==> src/rtl/psense_pkg.sv <==
package psense_pkg;
  localparam int CFG_WORD_W  = 32;
  localparam int SLOT_W      = 4;
  localparam int CODE_W      = 2;
  localparam int LANES       = CFG_WORD_W / SLOT_W;
  localparam int NUM_GROUPS  = 4;
  localparam int GRP_W       = 2;

  typedef enum logic [CODE_W-1:0] {
    TERM_ZERO = 2'b00,
    TERM_ONE  = 2'b01,
    TERM_LOW  = 2'b10,
    TERM_HIGH = 2'b11
  } term_code_e;

  function automatic logic term_eval(input logic [CODE_W-1:0] code, input logic bit_in);
    logic r;
    case (term_code_e'(code))
      TERM_ZERO: r = 1'b0;
      TERM_ONE:  r = 1'b1;
      TERM_LOW:  r = ~bit_in;
      default:   r = bit_in;
    endcase
    return r;
  endfunction
endpackage

==> src/rtl/psense_cfg_bank.sv <==
module psense_cfg_bank
  import psense_pkg::*;
#(
  parameter int WPG    = 3,
  parameter int WIDX_W = 2,
  parameter int ADDR_W = 4,
  localparam int WORD_CODES_W = LANES * CODE_W,
  localparam int GROUP_CODES_W = WPG * WORD_CODES_W
) (
  input  logic                                  clk,
  input  logic                                  rst,
  input  logic                                  we,
  input  logic [ADDR_W-1:0]                     addr,
  input  logic [CFG_WORD_W-1:0]                 wdata,
  output logic [NUM_GROUPS*GROUP_CODES_W-1:0]   codes_flat
);
  localparam int NWORDS = NUM_GROUPS * WPG;

  logic [WORD_CODES_W-1:0] store_q [NWORDS];
  logic [WORD_CODES_W-1:0] packed_w;
  logic [GRP_W-1:0]        grp_sel;
  logic [WIDX_W-1:0]       widx_sel;
  logic                    idx_ok;
  int                      wr_idx;

  // keep only the code field of each slot
  always_comb begin
    for (int k = 0; k < LANES; k++) begin
      packed_w[k*CODE_W +: CODE_W] = wdata[k*SLOT_W +: CODE_W];
    end
  end

  logic unused_slot_bits;
  always_comb begin
    unused_slot_bits = 1'b0;
    for (int k = 0; k < LANES; k++) begin
      unused_slot_bits = unused_slot_bits ^ (^wdata[k*SLOT_W+CODE_W +: SLOT_W-CODE_W]);
    end
  end

  assign grp_sel  = addr[ADDR_W-1 -: GRP_W];
  assign widx_sel = addr[WIDX_W-1:0];
  assign idx_ok   = int'(widx_sel) < WPG;
  assign wr_idx   = int'(grp_sel) * WPG + int'(widx_sel);

  always_ff @(posedge clk) begin
    if (rst) begin
      for (int i = 0; i < NWORDS; i++) store_q[i] <= '0;
    end else if (we && idx_ok) begin
      store_q[wr_idx] <= packed_w;
    end
  end

  for (genvar i = 0; i < NWORDS; i++) begin : g_flat
    assign codes_flat[i*WORD_CODES_W +: WORD_CODES_W] = store_q[i];
  end
endmodule

==> src/rtl/psense_group.sv <==
module psense_group
  import psense_pkg::*;
#(
  parameter int NUM_IN = 20,
  parameter int WPG    = 3,
  localparam int CODES_W = WPG * LANES * CODE_W
) (
  input  logic               clk,
  input  logic               rst,
  input  logic [CODES_W-1:0] codes,
  input  logic [NUM_IN-1:0]  sense_in,
  output logic               and_q,
  output logic               or_q
);
  logic [NUM_IN-1:0] terms;

  for (genvar j = 0; j < NUM_IN; j++) begin : g_term
    assign terms[j] = term_eval(codes[j*CODE_W +: CODE_W], sense_in[j]);
  end

  if (CODES_W > NUM_IN * CODE_W) begin : g_spare
    logic unused_spare;
    assign unused_spare = ^codes[CODES_W-1:NUM_IN*CODE_W];
  end

  always_ff @(posedge clk) begin
    if (rst) begin
      and_q <= 1'b0;
      or_q  <= 1'b0;
    end else begin
      and_q <= &terms;
      or_q  <= |terms;
    end
  end
endmodule

==> src/rtl/prio_pattern_sense.sv <==
module prio_pattern_sense
  import psense_pkg::*;
#(
  parameter int NUM_IN = 20,
  localparam int WPG    = (NUM_IN + LANES - 1) / LANES,
  localparam int WIDX_W = (WPG > 1) ? $clog2(WPG) : 1,
  localparam int ADDR_W = GRP_W + WIDX_W
) (
  input  logic                  clk,
  input  logic                  rst,
  input  logic                  cfg_we,
  input  logic [ADDR_W-1:0]     cfg_addr,
  input  logic [CFG_WORD_W-1:0] cfg_wdata,
  input  logic [NUM_IN-1:0]     sense_in,
  output logic [NUM_GROUPS-1:0] grp_and,
  output logic [NUM_GROUPS-1:0] grp_or
);
  localparam int GCW = WPG * LANES * CODE_W;

  logic [NUM_GROUPS*GCW-1:0] codes_flat;

  psense_cfg_bank #(.WPG(WPG), .WIDX_W(WIDX_W), .ADDR_W(ADDR_W)) u_bank (
    .clk        (clk),
    .rst        (rst),
    .we         (cfg_we),
    .addr       (cfg_addr),
    .wdata      (cfg_wdata),
    .codes_flat (codes_flat)
  );

  for (genvar g = 0; g < NUM_GROUPS; g++) begin : g_grp
    psense_group #(.NUM_IN(NUM_IN), .WPG(WPG)) u_grp (
      .clk      (clk),
      .rst      (rst),
      .codes    (codes_flat[g*GCW +: GCW]),
      .sense_in (sense_in),
      .and_q    (grp_and[g]),
      .or_q     (grp_or[g])
    );
  end
endmodule

==> config.mk <==
export PLATFORM = sky130hd
export DESIGN_NAME = prio_pattern_sense
export DESIGN_NICKNAME = d
export VERILOG_FILES = /design/src/rtl/psense_pkg.sv /design/src/rtl/psense_cfg_bank.sv /design/src/rtl/psense_group.sv /design/src/rtl/prio_pattern_sense.sv
export SDC_FILE = /design/constraint.sdc
export NUM_CORES = 1
export LEC_CHECK = 0
export BUFFER_PORTS_ARGS = -buffer_cell sky130_fd_sc_hd__buf_4
export CAP_MARGIN = 20
export CORE_MARGIN = 2
export CORE_UTILIZATION = 50
export CTS_BUF_LIST = sky130_fd_sc_hd__clkbuf_16
export DETAILED_ROUTE_END_ITERATION = 16
export PLACE_DENSITY = 0.67
export SLEW_MARGIN = 40
export SYNTH_ARGS = -nofsm -noshare
export SYNTH_HDL_FRONTEND = slang
export SYNTH_HIERARCHICAL = 1
export SYNTH_SLANG_ARGS = --single-unit
==> constraint.sdc <==
create_clock -name clk -period 9.21 [get_ports clk]
set_input_delay 0.4605 -clock clk [delete_from_list [all_inputs] [get_ports clk]]
set_output_delay 0.4605 -clock clk [all_outputs]
set_load 0.1 [all_outputs]
### After elaboration in Yosys (flattened, before gate mapping)

Memory sizes are Yosys's and may differ from the RTL's.
Index checks and enable logic that the tools add are counted.

* add/subtract/negate cells: 1
* multiply operators: 1
* order comparisons: 1
* eq/ne operators: 160
* mux-type cells: 88
* bitwise operators: 20
* reduce and logical (&&, ||, !) cells: 90

Operator list (number)
* 1-bit case mux with 3 select lines: 80
* 2-bit by 1-bit == test with 1-bit output, second input constant: 80
* 2-bit == test, second input constant: 80
* 2-bit zero test: 80
* 20-bit AND reduction: 4
* 20-bit OR reduction: 4
* 1-bit NOT: 20
* 16-bit two-way mux: 1
* 16-bit OR reduction: 1
* 1-bit two-way mux: 6
* 4-bit by 3-bit adder with 4-bit output: 1
* 2-bit by 2-bit multiplier with 4-bit output, second input constant: 1
* 4-bit two-way mux: 1
* 2-bit < comparator, second input constant: 1
* 1-bit logical AND: 1

* flip-flop bits (word level): 8
* RAM bits: 192
* input bits: 59
* memories: 1

Memories
* u_bank.store_q: depth 12, bits a word 16, read ports 12, clocked after Yosys merged registers in 0, wr ports 12, line psense_cfg_bank.sv:19 `logic [WORD_CODES_W-1:0] store_q [NWORDS];`

### Longest topological paths before layout

* depth after elaboration: 7
* depth in mapped cells: 9

### By module

Netlist, hierarchy kept.

Modules (own cells, without submodules)
* psense_cfg_bank: instances 1, cells each 561, area an instance 8453.1 um2
* psense_group: instances 4, cells each 59, area an instance 460.4 um2

### Worst setup path after synthesis

No wires, ideal clock.

* kind: input to register
* start point: in cfg_addr[1]
* end point: mem u_bank/store_q[7][0] in the netlist's numbering, enable pin
* setup time: 0.436 ns
* data arrival time: 3.847 ns
* path slack: 4.927 ns
* stages: 8
* buffers on the path: 2
* cell sequence: fa_1 ha_1 inv_1 fa_1 nand2b_1 clkbuf_1 buf_2 o41ai_1

RTL lines
* start: declaration: line prio_pattern_sense.sv:12 `input logic [ADDR_W-1:0] cfg_addr,`
* end: declaration: line psense_cfg_bank.sv:19

==> impl_metrics.csv <==
group,metric,value,unit
worst_setup_path,regToRegSetupSlack,7.43,ns
worst_setup_path,crit_path_end_kind,"flip-flop",
timing,fmax,298,MHz
run_status,status,"finished clean",
finish,final_net_count,798,
route,wl,24400,um
timing,worst_hold_slack,0.403,ns
clock_tree,cts_buffers,17,
timing,rsz0062_at_grt,"no",
route,drt-vias-per-instance,6.46,
timing,fin_crit,3.36,ns
global_route,grtUsageTotal,0.261,
route,num_vias,6307,
finish,register_area,4960,um2
worst_setup_path,critPathSlowestCell,"o41ai_2",
finish,syn_to_final_growth,11.2,%
power_and_ir_drop,powerDensity,191,nW/um2
worst_setup_path,max_stage_delay,0.83,ns
die,dieArea,19200,um2
timing,worstMarginPinSlew,0.871,ns
timing,slew_headroom,0.420,
worst_setup_path,rr_endpoint,"g_grp[1].u_grp/and_q",
global_route,overflow,0,
flow_run,drv_cap,0,
worst_setup_path,required,9.33,ns
finish,multi_input_area,3720,um2
worst_setup_path,crit_fanout,60,
timing,setup_viol,0,
finish,fillerInstances,1430,
worst_setup_path,r2r_start,"u_bank/store_q[5][1]",
worst_setup_path,path_class,"in -> reg",
timing,drv_slew,0,
finish,post-route-cell-area,10100,um2
worst_setup_path,startpoint_type,"input port",
die,rows,49,
clock_tree,htree_levels,4,
route,wl_per_cell,25.0,um
placed_design,portBuffers,50,
placed_design,gp_congestion,0.909,
placed_design,dpl_cell_area,9520,um2
global_route,grt_max_degree,85,
die,fp.dieW,139,um
global_route,antenna_found_initial,1,
power_and_ir_drop,vdd_drop_max,0.145,mV
clock_tree,cts_num_sinks,168,
route,first_iter_violations,746,
clock_tree,cts_hold_buf,0,
synthesis,synth_cells,733,
power_and_ir_drop,p_leak,2.92,nW
route,maxUsedRoutingLayer,"met4",
synthesis,syn_area,9060,um2
clock_tree,root_buffer,"clkbuf_16",
global_route,grt_pass1_vias,6073,
placed_design,dp.cells,945,
finish,layout-drive-gt1-share,0.213,
timing,fin_skew,0.00903,ns
finish,final_cells,977,
worst_setup_path,crit_path_frequent_cell,"buf_4",
timing,final.setup.worst_slack,5.85,ns
clock_tree,clkTransAtPathRegs,0.06,ns
worst_setup_path,worstPathArrival,3.48,ns
finish,final_core_util,0.564,
route,wl_met3,2230,um
timing,hold_viol,0,
worst_hold_path,min_from,"rst",
die,dieHeight,139,um
clock_tree,clk_latency,0.44,ns
die,io-pin-count,67,
route,dr_wl_met2,11800,um
placed_design,post-place-ws,5.46,ns
route,wl_met1,9850,um
worst_setup_path,worstRegToRegCells,4,
timing,finalSetupTns,0,ns
worst_hold_path,holdPathStages,2,
timing,period_share,0.365,
die,fp.coreArea,17800,um2
route,drc,0,
placed_design,place_hpwl,16300,um
global_route,grt_pass1_wl,37200,um
power_and_ir_drop,power,1.92,mW
clock_tree,cts_resized,0,
clock_tree,clock_path_buffers,2,
worst_setup_path,cp_cell_sequence,"buf_4, fa_1, ha_2, inv_1, fa_1, nand2_2, buf_4, o41ai_2, buf_4",
die,start_util,0.508,
route,ant_nets,0,
synthesis,yosys_warnings,6,
synthesis,syn_avg_cell_area,12.4,um2
clock_tree,postCtsSetupBuffers,0,
clock_tree,tritoncts,"built",
route,dr.pass1.iters,6,
finish,insertedDiodeCount,0,
worst_hold_path,worst_hold_path_type,"in -> reg",
worst_hold_path,min_to,"g_grp[0].u_grp/or_q",
synthesis,syn-num-nets,796,
==> flip-flops by register name, indices dropped and copies added (netlist names) <==
name               count
u_bank/store_q       160
g_grp.u_grp/and_q      4
g_grp.u_grp/or_q       4
==> cell type report <==
cell class	instances	share of cell area
clock buffers	17	0.0422
clock inverters	15	0.0122
inverters	4	0.00149
multi-input cells	477	0.369
flip-flops and latches	168	0.493
well taps	229	0.0285
repair buffers	67	0.0532
==> layout by cell type (no fill, tap or decap), drive strengths merged <==
master,count
a31oi,4
and2,1
buf,67
bufinv,2
clkbuf,17
clkinv,6
clkinvlp,3
dfxtp,8
edfxtp,160
fa,2
ha,2
inv,8
nand2,10
nand2b,13
nand3,16
nand3b,32
nand4,20
nor2,12
nor2b,72
nor3,4
nor4,176
o41ai,12
or2,1
or3b,16
or4,4
xnor2,80
==> metal layers <==
layer	vias to the layer above	GRT usage
met5	-	0
met2	323	0.421
met4	0	0.0854
li1	2842	-
met1	3100	0.358
met3	42	0.0504
==> critical path, delay by kind of cell <==
kind	cells	cell delay (ns)
AO/OA/AOI/OAI	1	0.83
AND/OR/NAND/NOR	1	0.06
adder cells (fa/ha/maj)	3	1.23
buffers and inverters	4	0.86
==> power by group <==
| group | leakage (nW) | internal [mW] | total [mW] | switching (mW) |
|---|---|---|---|---|
| logic | 1.06 | 0.0986 | 0.343 | 0.244 |
| clock network | 0.274 | 0.389 | 0.676 | 0.287 |
| registers | 1.59 | 0.885 | 0.901 | 0.0154 |
==> how the worst max path moves through the flow <==
stage                start                    end  slack (ns)  cells after the start
5_1_grt        cfg_addr[1]   u_bank/store_q[3][5]        5.76                      9
3_5_place_dp   cfg_addr[1]  u_bank/store_q[3][13]        5.46                      9
6_report       cfg_addr[1]   u_bank/store_q[3][5]        5.85                      9
2_1_floorplan  cfg_addr[1]   u_bank/store_q[7][0]        4.93                      8
3_3_place_gp   cfg_addr[1]   u_bank/store_q[1][0]        5.26                      9
4_1_cts        cfg_addr[1]   u_bank/store_q[3][5]        5.91                      9
Power figures use the tool's default switching activity.
